## src/rtl/tach_pkg.sv

```systemverilog
package tach_pkg;
  localparam int unsigned CNT_FIELD_W = 20;
  localparam int unsigned DIV_FIELD_W = 4;

  typedef enum logic [1:0] {
    EDGE_FALL  = 2'd0,
    EDGE_RISE  = 2'd1,
    EDGE_BOTH  = 2'd2,
    EDGE_BOTH2 = 2'd3
  } edge_sel_e;

  // field order is the control word bit order, msb first
  typedef struct packed {
    logic                   irq_en;
    logic                   inv_limit;
    logic                   loopback;
    logic                   enable;
    logic [1:0]             dbn;
    edge_sel_e              edge_sel;
    logic [DIV_FIELD_W-1:0] div_exp;
    logic [CNT_FIELD_W-1:0] limit;
  } tach_ctrl_t;
endpackage

```

## src/rtl/tach_front.sv

```systemverilog
module tach_front
  import tach_pkg::*;
#(
  parameter int unsigned SYNC_STAGES = 2
) (
  input  logic      clk_i,
  input  logic      rst_ni,
  input  logic      pin_i,
  input  logic      loop_i,
  input  logic      loopback_i,
  input  logic [1:0] dbn_i,
  input  edge_sel_e edge_sel_i,
  output logic      raw_o,
  output logic      deb_o,
  output logic      edge_o
);
  logic [SYNC_STAGES-1:0] sync_q;
  logic       src, raw, deb_q, accept;
  logic [1:0] hold_q, hold_lim;

  assign src = loopback_i ? loop_i : pin_i;

  always_ff @(posedge clk_i or negedge rst_ni) begin
    if (!rst_ni) sync_q <= '0;
    else         sync_q <= {sync_q[SYNC_STAGES-2:0], src};
  end

  assign raw      = sync_q[SYNC_STAGES-1];
  assign hold_lim = 2'd3 - dbn_i;
  assign accept   = (raw != deb_q) && (hold_q >= hold_lim);

  always_ff @(posedge clk_i or negedge rst_ni) begin
    if (!rst_ni) begin
      deb_q  <= 1'b0;
      hold_q <= '0;
    end else if (raw == deb_q) begin
      hold_q <= '0;
    end else if (accept) begin
      deb_q  <= raw;
      hold_q <= '0;
    end else begin
      hold_q <= hold_q + 2'd1;
    end
  end

  always_comb begin
    unique case (edge_sel_i)
      EDGE_FALL: edge_o = accept & ~raw;
      EDGE_RISE: edge_o = accept &  raw;
      default:   edge_o = accept;
    endcase
  end

  assign raw_o = raw;
  assign deb_o = deb_q;

  // the filtered level only ever takes a level the synchronizer held
  a_r1_deb_from_raw: assert property (@(posedge clk_i) disable iff (!rst_ni)
    (deb_q != $past(deb_q)) |-> (deb_q == $past(raw)));
  // deepest filter needs the new level held across several cycles
  a_r1_deep_hold: assert property (@(posedge clk_i) disable iff (!rst_ni)
    (dbn_i == 2'd0 && $stable(dbn_i) && deb_q != $past(deb_q)) |-> ($past(raw, 2) == deb_q));
endmodule

```

## src/rtl/tach_prescaler.sv

```systemverilog
module tach_prescaler
  import tach_pkg::*;
#(
  parameter int unsigned PRE_W = 2 * ((1 << DIV_FIELD_W) - 1)
) (
  input  logic                   clk_i,
  input  logic                   rst_ni,
  input  logic                   restart_i,
  input  logic [DIV_FIELD_W-1:0] exp_i,
  output logic                   tick_o
);
  localparam logic [PRE_W-1:0] ONE = PRE_W'(1);
  logic [PRE_W-1:0] pre_q, lim;

  // 4^n - 1; top exponent wraps to all ones, which is the same value
  assign lim    = (ONE << {exp_i, 1'b0}) - ONE;
  assign tick_o = (pre_q == lim);

  always_ff @(posedge clk_i or negedge rst_ni) begin
    if (!rst_ni)                 pre_q <= '0;
    else if (restart_i || tick_o) pre_q <= '0;
    else                         pre_q <= pre_q + ONE;
  end

  // the phase never runs past the selected divide
  a_r4_pre_bound: assert property (@(posedge clk_i) disable iff (!rst_ni)
    ($past(pre_q) == $past(lim) && $stable(exp_i)) |-> (pre_q == '0));
endmodule

```

## src/rtl/tach_counter.sv

```systemverilog
module tach_counter #(
  parameter int unsigned CNT_W = 20
) (
  input  logic             clk_i,
  input  logic             rst_ni,
  input  logic             en_i,
  input  logic             edge_i,
  input  logic             tick_i,
  output logic [CNT_W-1:0] value_o,
  output logic             full_o,
  output logic             upd_o
);
  localparam logic [CNT_W-1:0] CNT_MAX = '1;

  logic [CNT_W-1:0] cnt_q, value_q, next_cnt;
  logic armed_q, full_q, upd_q;

  assign next_cnt = (tick_i && cnt_q != CNT_MAX) ? cnt_q + 1'b1 : cnt_q;

  always_ff @(posedge clk_i or negedge rst_ni) begin
    if (!rst_ni) begin
      cnt_q <= '0; value_q <= '0; armed_q <= 1'b0; full_q <= 1'b0; upd_q <= 1'b0;
    end else if (!en_i) begin
      cnt_q <= '0; value_q <= '0; armed_q <= 1'b0; full_q <= 1'b0; upd_q <= 1'b0;
    end else begin
      upd_q <= 1'b0;
      if (edge_i) begin
        if (armed_q) begin
          value_q <= next_cnt;
          full_q  <= 1'b1;
          upd_q   <= 1'b1;
        end
        cnt_q   <= '0;
        armed_q <= 1'b1;
      end else if (armed_q) begin
        cnt_q <= next_cnt;
      end
    end
  end

  assign value_o = value_q;
  assign full_o  = full_q;
  assign upd_o   = upd_q;

  // count moves by one or restarts, never wraps
  a_r6_cnt_step: assert property (@(posedge clk_i) disable iff (!rst_ni)
    (cnt_q != $past(cnt_q)) |-> (cnt_q == $past(cnt_q) + 1'b1 || cnt_q == '0));
  a_r6_no_wrap: assert property (@(posedge clk_i) disable iff (!rst_ni)
    ($past(cnt_q) == CNT_MAX && $past(en_i) && en_i && !$past(edge_i)) |-> (cnt_q == CNT_MAX));
  // valid flag rises together with the first latch
  a_r5_full_with_upd: assert property (@(posedge clk_i) disable iff (!rst_ni)
    $rose(full_q) |-> upd_q);
  // an update always reports a valid measurement
  a_r7_upd_valid: assert property (@(posedge clk_i) disable iff (!rst_ni)
    upd_q |-> full_q);
  // disabled block holds everything at zero
  a_r10_off_clear: assert property (@(posedge clk_i) disable iff (!rst_ni)
    !$past(en_i) |-> (!full_q && !upd_q && cnt_q == '0 && value_q == '0));
endmodule

```

## src/rtl/fan_tach_meter.sv

```systemverilog
module fan_tach_meter
  import tach_pkg::*;
#(
  parameter int unsigned CNT_W       = 20,
  parameter int unsigned SYNC_STAGES = 2
) (
  input  logic        clk_i,
  input  logic        rst_ni,
  input  logic [31:0] ctrl_i,
  input  logic        irq_clr_i,
  input  logic        tach_i,
  input  logic        pwm_loop_i,
  output logic [31:0] status_o,
  output logic        irq_o
);
  localparam int unsigned PRE_W = 2 * ((1 << DIV_FIELD_W) - 1);

  tach_ctrl_t ctrl;
  logic raw, deb, qual_edge, tick, full, upd, hit, irq_q;
  logic [CNT_W-1:0]       value;
  logic [CNT_FIELD_W-1:0] value_ext;

  assign ctrl = tach_ctrl_t'(ctrl_i);

  tach_front #(.SYNC_STAGES(SYNC_STAGES)) u_front (
    .clk_i, .rst_ni,
    .pin_i      (tach_i),
    .loop_i     (pwm_loop_i),
    .loopback_i (ctrl.loopback),
    .dbn_i      (ctrl.dbn),
    .edge_sel_i (ctrl.edge_sel),
    .raw_o      (raw),
    .deb_o      (deb),
    .edge_o     (qual_edge)
  );

  tach_prescaler #(.PRE_W(PRE_W)) u_pre (
    .clk_i, .rst_ni,
    .restart_i (qual_edge),
    .exp_i     (ctrl.div_exp),
    .tick_o    (tick)
  );

  tach_counter #(.CNT_W(CNT_W)) u_cnt (
    .clk_i, .rst_ni,
    .en_i    (ctrl.enable),
    .edge_i  (qual_edge),
    .tick_i  (tick),
    .value_o (value),
    .full_o  (full),
    .upd_o   (upd)
  );

  assign value_ext = CNT_FIELD_W'(value);
  assign hit = ctrl.irq_en &&
               (ctrl.inv_limit ? (value_ext < ctrl.limit) : (value_ext > ctrl.limit));

  always_ff @(posedge clk_i or negedge rst_ni) begin
    if (!rst_ni)             irq_q <= 1'b0;
    else if (!ctrl.enable)   irq_q <= 1'b0;
    else if (upd && hit)     irq_q <= 1'b1;
    else if (irq_clr_i)      irq_q <= 1'b0;
  end

  assign irq_o    = irq_q;
  assign status_o = {irq_q, 7'b0, deb, raw, upd, full, value_ext};

  // flag only rises on the cycle after a latch
  a_r8_irq_after_upd: assert property (@(posedge clk_i) disable iff (!rst_ni)
    $rose(irq_q) |-> $past(upd));
  // clear strobe wins unless a new latch sets the flag
  a_r9_clear: assert property (@(posedge clk_i) disable iff (!rst_ni)
    ($past(irq_clr_i) && !$past(upd)) |-> !irq_q);
endmodule

```

## config.mk

```make
export PLATFORM = sky130hd
export DESIGN_NAME = fan_tach_meter
export DESIGN_NICKNAME = d
export VERILOG_FILES = /design/src/rtl/tach_pkg.sv /design/src/rtl/tach_front.sv /design/src/rtl/tach_prescaler.sv /design/src/rtl/tach_counter.sv /design/src/rtl/fan_tach_meter.sv
export SDC_FILE = /design/constraint.sdc
export NUM_CORES = 1
export LEC_CHECK = 0
export BUFFER_PORTS_ARGS = -buffer_cell sky130_fd_sc_hd__buf_2
export CORE_AREA = 2 2 78 136
export DETAILED_ROUTE_END_ITERATION = 6
export DIE_AREA = 0 0 80 138
export GPL_ROUTABILITY_DRIVEN = 0
export PLACE_DENSITY = 0.8
export SETUP_SLACK_MARGIN = 0.05
export SYNTH_ARGS = -nofsm -noshare
export SYNTH_HDL_FRONTEND = slang
export SYNTH_HIERARCHICAL = 1
export SYNTH_SLANG_ARGS = --single-unit
```

## constraint.sdc

```tcl
create_clock -name clk_i -period 3.85 [get_ports clk_i]
set_input_delay 0.77 -clock clk_i [delete_from_list [all_inputs] [get_ports clk_i]]
set_output_delay 0.77 -clock clk_i [all_outputs]
set_load 0.005 [all_outputs]
```

==> results of run 1 <==
[worst max-delay path by stage]
stage	startpoint	to	slack [ns]	cells after the start
floorplan	ctrl_i[23]	u_cnt/cnt_q[15]	-0.44	13
global placement	ctrl_i[20]	u_cnt/cnt_q[5]	-0.32	15
detailed placement	ctrl_i[20]	u_cnt/cnt_q[19]	-0.42	17
CTS	ctrl_i[20]	u_cnt/cnt_q[15]	-0.02	14
global route	ctrl_i[22]	u_cnt/value_o[15]	-0.22	15
finish	ctrl_i[22]	u_cnt/value_o[15]	-0.06	15
[per-stage QoR]
step,hold slack (ns),TNS [ns]
detailed placement,0.342,-7.09
floorplan,0.331,-5.73
CTS,0.355,-0.0210
global placement,0.334,-5.43
finish,0.350,-0.0808
global route,0.355,-1.25
[sequential cells by signal, summed over array words and instances, names as in the netlist]
signal,flops
u_cnt/upd_o,1
u_cnt/cnt_q,20
u_front/deb_o,1
u_cnt/full_o,1
irq_o,1
u_pre/pre_q,30
u_cnt/value_o,20
u_front/sync_q,2
u_front/hold_q,2
u_cnt/armed_q,1
[metal layers]
metal,up-vias,GRT usage (%)
met5,-,0
met4,0,16.1
met3,92,3.33
met2,277,52.4
met1,2642,28.3
li1,2493,-
[timing repair]
| action | 4_1_cts | 5_1_grt |
|---|---|---|
| setup endpoints to repair | 15 | 32 |
| setup buffers | 2 | 5 |
| pin swaps | 5 | 24 |
| resized for setup | 14 | 29 |
[power by group]
group	total, W	switching (W)	internal (W)
clock	0.000944	0.000356	0.000588
combinational	0.000464	0.000264	0.000200
sequential	0.000959	0.0000823	0.000876
[area by class of cell]
class,instances,area (sq um)
Clock inverter,6,91.3
Timing Repair Buffer,104,676
Inverter,38,143
Clock buffer,10,239
Fill cell,784,3060
Tap cell,127,159
Multi-Input combinational cell,497,3710
Sequential cell,79,1980
[cells in the final DEF, fill, tap and decap left out, types with 9 or more instances in the layout]
master      n
o21ai_1    15
nand4_1    19
o21ai_0    21
nand3_1    23
inv_1      35
ha_1       24
clkbuf_16   9
xnor2_1    40
xor2_1     17
and3_1     10
a21oi_1    28
buf_2      59
dfrtp_1    79
buf_4      36
nor3_1     36
a21oi_2     9
nand2_1    49
nor2_1     37
[cells by family after synthesis]
family | count (synthesis) | share of synthesized area, %
multiplexers | 9 | 1.58
AND/OR/NAND/NOR | 262 | 27.0
buffers and inverters | 92 | 8.27
AO/OA/AOI/OAI | 135 | 15.2
flip-flops | 79 | 33.8
XOR/XNOR | 59 | 8.82
other | 1 | 0.0640
adder cells (fa/ha/maj) | 25 | 5.34
==> impl_metrics.csv, run 1 <==
group,metric,value,unit
critical_path,r2r-start,"u_pre/pre_q[27]",
run,maxCapViolCount,0,
final_layout,synthToLayoutAreaGrowth,19.5,%
critical_path,cpMaxStageDelayCell,"or4_4",
timing,worst_pin_slew,1.38,ns
synth,synth-main-ff-cell,"dfrtp_1",
final_layout,drive_gt1_share,28.3,%
clock_network,cts_tree,"built",
global_routing,grt_overflow_total,0,
floorplan,core_area,10100,sq um
clock_network,hold_buffers,0,
clock_network,numCtsBuffers,9,
placement,dp_hpwl,10900,um
synth,yosys.area.top_type_share,33.8,%
route,drc_errors,0,
final_layout,final_util,69.6,%
timing,final.setup.worst_slack,-0.0552,ns
power,finalPower,0.00237,W
timing,relSlewSlack,7.53,%
floorplan,fp.dieH,138,um
placement,placedCellCount,838,
worst_hold_path,hold_start,"u_front/sync_q[0]",
global_routing,grt_pass1_wl,24400,um
route,drtAntennaViolNets,0,
clock_network,clkTransAtPathRegs,0.06,ns
critical_path,path_delay_family,"simple AND/OR/NAND/NOR gates",
critical_path,worstReg2RegEnd,"u_cnt/value_o[15]",
timing,setup_viol_count_final,2,
route,drt-met1-wl,5550,um
final_layout,fin_nets,791,
timing,rsz0062_at_grt,"true",
run_status,violations,"setup timing",
critical_path,arrival,4.18,ns
synth,synth_commonest_cells,"dfrtp_1 (79), nand2_1 (51), xnor2_1 (42), nor2_1 (39), nor3_1 (38)",
floorplan,num_rows,49,
global_routing,grt_antenna_before_repair,0,
clock_network,clk_latency,0.34,ns
final_layout,n_antenna_cell,0,
critical_path,rrSetupSlack,0.54,ns
synth,synth_top_cell_by_area,"dfrtp_1",
synth,yosysMostFrequentCell,"dfrtp_1",
worst_hold_path,min_to,"u_front/sync_q[1]",
synth,yosysWarnings,6,
synth,syn-cell-area,5860,sq um
clock_network,cts_sinks,79,
power,p_per_area,338,nW/um^2
critical_path,startpoint_type,"primary input",
timing,fin_crit_sh,101,%
timing,max_freq,256,MHz
route,via_per_inst,6.39,
synth,ys_ff_latch,79,
critical_path,worst-path-buf-inv,3,
route,wl_met3,855,um
synth,ys_async_sr_fraction,100,%
synth,syn_inst,662,
worst_hold_path,whs_path_depth,0,
critical_path,cp_max_fo,4,
route,drt-pass1-iter-count,7,
final_layout,fin_cells,861,
route,top_layer,"met4",
final_layout,final_area,7000,sq um
global_routing,grt_pass1_vias,5281,
power,worst_ir_drop_vdd,0.227,mV
route,via_count,5504,
critical_path,reg2reg_depth,11,
timing,skew,0.00613,ns
timing,fin_crit,3.91,ns
route,routed_wirelength,16100,um
critical_path,cpPeakStageDelay,0.55,ns
floorplan,initial_core_util,58.2,%
worst_hold_path,hold_class,"reg2reg",
synth,ys_types,83,
clock_network,cts-root-buf,"clkbuf_16",
placement,pre_cts_ws,-0.417,ns
synth,synthTopCellsByArea,"dfrtp_1 (34%), xnor2_1 (6.3%), ha_1 (5.3%)",
timing,drv_slew,0,
floorplan,die_x,80,um
synth,synth_area_per_cell,8.85,sq um
global_routing,grt_max_degree,80,
route,detail_route.wl_per_cell,18.7,um
critical_path,crit_path_end_kind,"register",
route,route.met2.wl,8710,um
clock_network,htreeDepth,3,
power,power_leakage,3.13,nW
floorplan,die_area,11000,sq um
route,drt_iter0_markers,423,
floorplan,io_pins,70,
placement,io_buffers,62,
clock_network,clockBufferDepth,2,
global_routing,grt_usage,27.9,%
critical_path,cp_cell_sequence,"buf_6 > or4_4 > ha_4 > xnor2_2 > a311o_1 > nor4_2 > nand4_1 > or2_1 > nor4_2 > buf_4 > nand4_1 > or3_4 > buf_6 > or3_1 > nand3_1",
critical_path,path_class,"in2reg",
synth,ys_seq_area_share,33.8,%
synth,synth_edf_count,0,
critical_path,required,4.13,ns
timing,hold_violations,0,
run_status,run_status,"complete, but fails checks",
placement,dpl_cell_area,6400,sq um
(Power assumes the default switching activity.)
==> inputs of run 2 (changes only) <==
==> constraint.sdc (replaced) <==
create_clock -name clk_i -period 3.85 [get_ports clk_i]
set_input_delay 0 -clock clk_i [delete_from_list [all_inputs] [get_ports clk_i]]
set_output_delay 0 -clock clk_i [all_outputs]
set_load 0.005 [all_outputs]
==> impl_metrics.csv, run 2 (synthesized netlist as in run 1, its figures left out) <==
group,metric,value,unit
run_status,run_status,"complete, no violations",
final_layout,drive_gt1_share,19.6,%
route,drt_iter0_markers,441,
global_routing,grt_usage,25.9,%
floorplan,fp.dieH,138,um
run,maxCapViolCount,0,
final_layout,final_common_cell,"dfrtp_1",
global_routing,grt_antenna_before_repair,0,
timing,rsz0062_at_grt,"false",
route,via_per_inst,6.16,
critical_path,startpoint_type,"primary input",
clock_network,clkTransAtPathRegs,0.06,ns
final_layout,final_area,6510,sq um
worst_hold_path,hold_class,"in2reg",
timing,skew,0.00775,ns
timing,setup_tns,0,ns
final_layout,synthToLayoutAreaGrowth,11.2,%
clock_network,htreeDepth,3,
clock_network,cts_tree,"built",
floorplan,num_rows,49,
global_routing,grt_pass1_vias,5031,
timing,relSlewSlack,32.9,%
final_layout,fillers,833,
timing,worst_pin_slew,1.01,ns
clock_network,numCtsBuffers,9,
timing,hold_violations,0,
critical_path,required,4.07,ns
placement,dp_hpwl,10400,um
final_layout,n_antenna_cell,0,
critical_path,arrival,3.81,ns
worst_hold_path,whs_path_depth,4,
floorplan,initial_core_util,58.2,%
route,via_count,5192,
critical_path,crit_path_end_kind,"register",
global_routing,grt_overflow_total,0,
final_layout,top_register,"u_pre/pre_q",
placement,dpl_cell_area,6170,sq um
clock_network,cts_sinks,79,
route,drc_errors,0,
final_layout,largest_reg_flops,30,
route,drtAntennaViolNets,0,
floorplan,die_x,80,um
timing,fin_crit_sh,93.2,%
power,p_per_area,341,nW/um^2
critical_path,cp_max_fo,5,
final_layout,layout_common_cells,"dfrtp_1 (79), buf_2 (61), nand2_1 (51)",
power,worst_ir_drop_vdd,0.346,mV
global_routing,grt_pass1_wl,23000,um
clock_network,clk_latency,0.34,ns
floorplan,io_pins,70,
global_routing,grt_max_degree,80,
timing,setup_viol_count_final,0,
clock_network,cts-root-buf,"clkbuf_16",
timing,max_freq,279,MHz
placement,io_buffers,62,
power,power_leakage,2.94,nW
clock_network,clockBufferDepth,2,
route,drt-pass1-iter-count,6,
critical_path,reg2reg_depth,11,
timing,fin_crit,3.59,ns
final_layout,fin_nets,774,
floorplan,die_area,11000,sq um
floorplan,core_area,10100,sq um
timing,drv_slew,0,
route,routed_wirelength,14000,um
route,detail_route.wl_per_cell,16.6,um
critical_path,path_class,"in2reg",
[run 2: cell count changes in the layout (fill, tap and decap cells not counted), moves of 3 or more]
cell	previous run	this run
a211oi_1	2	13
a211oi_2	8	0
a211oi_4	3	0
a21oi_1	28	37
a21oi_2	9	0
buf_4	36	21
buf_6	8	0
dlygate4sd3_1	0	5
o21ai_0	21	25
o21ai_1	15	11
or4_1	0	3
or4_4	5	2
[run 2: critical path, cell delays in order]
cell      delay, ns
buf_2          0.10
or4_1          0.54
ha_1           0.33
xnor2_1        0.13
a311o_1        0.36
nor4_1         0.38
nand4_1        0.14
or2_0          0.26
nor4_2         0.26
buf_4          0.17
nand4_1        0.17
nor4_2         0.52
a21oi_1        0.14
a311oi_1       0.29
[run 2: stage by stage]
stage	util, %	hold WS (ns)	instances	worst slack, ns	total power (W)
2_1_floorplan	-	-0.296	668	0.0939	0.00127
3_3_place_gp	61.3	0.217	823	0.127	0.00136
3_5_place_dp	61.3	0.227	823	0.0496	0.00138
4_1_cts	64.8	0.0234	843	0.387	0.00224
5_1_grt	64.8	0.0637	843	0.139	0.00234
6_report	64.8	0.0298	843	0.261	0.00222
[run 2: path summary, 6_finish.rpt]
kind / from / to / slack [ns]
worst max-delay path: ctrl_i[23] / u_cnt/cnt_q[19] / 0.26
worst min-delay path: ctrl_i[30] / irq_o / 0.03
max in group asynchronous: rst_ni / u_pre/pre_q[12] / 2.82
worst max register to register: u_pre/pre_q[2] / u_cnt/cnt_q[19] / 0.42
min in group asynchronous: rst_ni / u_cnt/value_o[3] / 0.34
worst min register to register: u_front/sync_q[0] / u_front/sync_q[1] / 0.35
[run 2: area by class of cell]
type                       instances  area, sq um  share of cell area (%)
sequential                        79         1980                    30.4
clock inverter                     6         70.1                    1.08
tap                              127          159                    2.44
multi-input combinational        497         3430                    52.6
inverter                          38          143                    2.19
timing repair buffer              87          513                    7.88
clock buffer                       9          225                    3.46
[run 2: metal layers]
metal  part of all wire (%)  up-vias  GRT usage (%)  routed length (um)
li1                       -     2466              -                   -
met2                     54      203           47.4                7620
met1                     37     2463           27.0                5110
met4                    4.7        0           13.5                 652
met3                    4.4       60           4.77                 613
met5                      0        -              0                   0
[run 2: power by group]
group | switching [W] | internal [W] | leakage, nW
logic | 0.000246 | 0.000179 | 1.72
clock network | 0.000350 | 0.000503 | 0.135
registers | 0.0000693 | 0.000877 | 1.09
[run 2: timing repair]
| action | CTS | global route |
|---|---|---|
| hold buffers | 5 | 0 |
| hold endpoints to repair | 83 | 0 |
| buffers inserted | 0 | 0 |
| resized for setup | 0 | 0 |
==> inputs of run 3 (changes only) <==
--- a/config.mk
+++ b/config.mk
@@ -6,11 +6,11 @@
 export NUM_CORES = 1
 export LEC_CHECK = 0
 export BUFFER_PORTS_ARGS = -buffer_cell sky130_fd_sc_hd__buf_2
-export CORE_AREA = 2 2 78 136
+export CORE_AREA = 2 2 76 132
 export DETAILED_ROUTE_END_ITERATION = 6
-export DIE_AREA = 0 0 80 138
+export DIE_AREA = 0 0 78 134
 export GPL_ROUTABILITY_DRIVEN = 0
-export PLACE_DENSITY = 0.8
+export PLACE_DENSITY = 0.85
 export SETUP_SLACK_MARGIN = 0.05
 export SYNTH_ARGS = -nofsm -noshare
 export SYNTH_HDL_FRONTEND = slang
==> constraint.sdc (replaced) <==
create_clock -name clk_i -period 4.5 [get_ports clk_i]
set_input_delay 0 -clock clk_i [delete_from_list [all_inputs] [get_ports clk_i]]
set_output_delay 0 -clock clk_i [all_outputs]
set_load 0.005 [all_outputs]
==> impl_metrics.csv, run 3 (synthesized netlist as in run 1, its figures left out) <==
group,metric,value,unit
clock_network,cts_tree,"built",
worst_hold_path,min_to,"irq_o",
run,maxCapViolCount,0,
global_routing,grt_max_degree,80,
final_layout,final_area,6440,sq um
floorplan,fp.dieH,134,um
timing,max_freq,248,MHz
critical_path,cpMaxStageDelayCell,"or4_1",
route,routed_wirelength,15300,um
clock_network,htreeDepth,3,
critical_path,reg2reg_depth,12,
critical_path,cp_cell_sequence,"buf_2 > or4_1 > ha_1 > xnor2_1 > a311o_1 > nor4_1 > nand4_1 > or2_0 > nor4_2 > buf_4 > nand4_1 > nor3_1 > nor2b_1 > a311oi_1 > a21o_1",
global_routing,grt_overflow_total,0,
placement,io_buffers,62,
final_layout,largest_reg_flops,30,
clock_network,clkTransAtPathRegs,0.06,ns
worst_hold_path,hold_class,"in2reg",
clock_network,cts_sinks,79,
critical_path,required,4.73,ns
critical_path,rrSetupSlack,0.66,ns
critical_path,cp_max_fo,20,
clock_network,post_cts_resized,0,
final_layout,layout_common_cells,"dfrtp_1 (79), buf_2 (61), nand2_1 (51)",
global_routing,grt_pass1_vias,5343,
global_routing,grt_usage,30.2,%
final_layout,final_common_cell,"dfrtp_1",
clock_network,numCtsBuffers,9,
floorplan,die_x,78,um
final_layout,n_antenna_cell,0,
timing,setup_viol_count_final,0,
placement,dpl_cell_area,6090,sq um
route,drt-pass1-iter-count,5,
route,via_per_inst,6.33,
power,worst_ir_drop_vdd,0.329,mV
run_status,run_status,"complete, no violations",
floorplan,io_pins,70,
timing,skew,0.00536,ns
critical_path,crit_path_end_kind,"register",
placement,placedCellCount,808,
worst_hold_path,whs_path_depth,4,
global_routing,grt_pass1_wl,25100,um
power,power_leakage,2.91,nW
timing,fin_crit_sh,89.7,%
critical_path,arrival,4.27,ns
critical_path,cpPeakStageDelay,0.60,ns
critical_path,crit_path_frequent_cell,"nand4_1",
timing,rsz0062_at_grt,"false",
route,drtAntennaViolNets,0,
final_layout,top_register,"u_pre/pre_q",
placement,pre_cts_ws,0.195,ns
global_routing,grt_antenna_before_repair,0,
critical_path,startpoint_type,"primary input",
critical_path,worstReg2RegEnd,"u_cnt/value_o[14]",
floorplan,num_rows,47,
clock_network,cts-root-buf,"clkbuf_16",
final_layout,fin_cells,829,
clock_network,post_cts_buffers,0,
critical_path,r2r-start,"u_pre/pre_q[20]",
timing,setup_tns,0,ns
route,via_count,5245,
timing,final.setup.worst_slack,0.462,ns
final_layout,drive_gt1_share,18.5,%
clock_network,clk_latency,0.34,ns
clock_network,clockBufferDepth,2,
route,detail_route.wl_per_cell,18.4,um
timing,relSlewSlack,32.3,%
route,drc_errors,0,
placement,dp_hpwl,11000,um
power,p_per_area,299,nW/um^2
floorplan,core_area,9410,sq um
timing,hold_violations,0,
critical_path,path_class,"in2reg",
final_layout,synthToLayoutAreaGrowth,10.0,%
floorplan,initial_core_util,62.2,%
timing,fin_crit,4.04,ns
floorplan,die_area,10500,sq um
route,drt_iter0_markers,379,
timing,worst_pin_slew,1.01,ns
timing,drv_slew,0,
final_layout,fin_nets,764,
final_layout,final_util,68.5,%
worst_hold_path,hold_start,"ctrl_i[30]",
-- run 3: cell count changes in the layout (fill, tap and decap cells not counted) --
cell,delta
clkinv_2,+3
buf_4,-10
clkinvlp_4,-3
inv_6,-1
clkbuf_8,+2
-- run 3: report_power, final --
group | switching [W] | total (W) | internal, W
Clock | 0.000289 | 0.000748 | 0.000459
Combinational | 0.000214 | 0.000365 | 0.000151
Sequential | 0.0000638 | 0.000814 | 0.000750
-- run 3: area by class of cell --
cell class | instances | area (sq um)
clock inverters | 5 | 53.8
well taps | 122 | 153
clock buffers | 11 | 253
flip-flops and latches | 79 | 1980
inverters | 38 | 143
fillers | 743 | 2970
repair buffers | 77 | 438
multi-input cells | 497 | 3430
-- run 3: worst max-delay path by stage --
stage | cells after the start | from | end | slack (ns)
finish | 15 | ctrl_i[20] | u_cnt/value_o[14] | 0.46
global route | 15 | ctrl_i[20] | u_cnt/value_o[14] | 0.17
CTS | 15 | ctrl_i[20] | u_cnt/value_o[14] | 0.53
detailed placement | 15 | ctrl_i[20] | u_cnt/value_o[14] | 0.19
global placement | 15 | ctrl_i[20] | u_cnt/value_o[14] | 0.40
floorplan | 14 | ctrl_i[23] | u_cnt/cnt_q[17] | 0.66
-- run 3: repair_timing --
item	CTS	global route
hold buffers	5	0
hold endpoints to repair	83	0
endpoints found under the setup margin	0	0
-- run 3: metal layers --
metal	vias up	track usage [%]	part of all wire, %
li1	2445	-	-
met1	2502	30.5	35
met2	216	54.8	54
met3	82	4.71	4.2
met4	0	22.5	6.9
met5	-	0	0
-- run 3: worst max-delay path, delay by kind of cell --
family                     cells  cell delay, ns
and+or+nand+nor                8            2.70
AOI/OAI and AO/OA              3            0.65
adders and majority gates      1            0.34
xor gates and xnor gates       1            0.13
buffers and inverters          2            0.45
-- run 3: through the flow --
stage	total power (W)	hold WS (ns)
finish	0.00193	0.0639
global route	0.00201	0.0753
CTS	0.00194	0.0472
detailed placement	0.00118	0.235
global placement	0.00116	0.219
floorplan	0.00109	-0.296
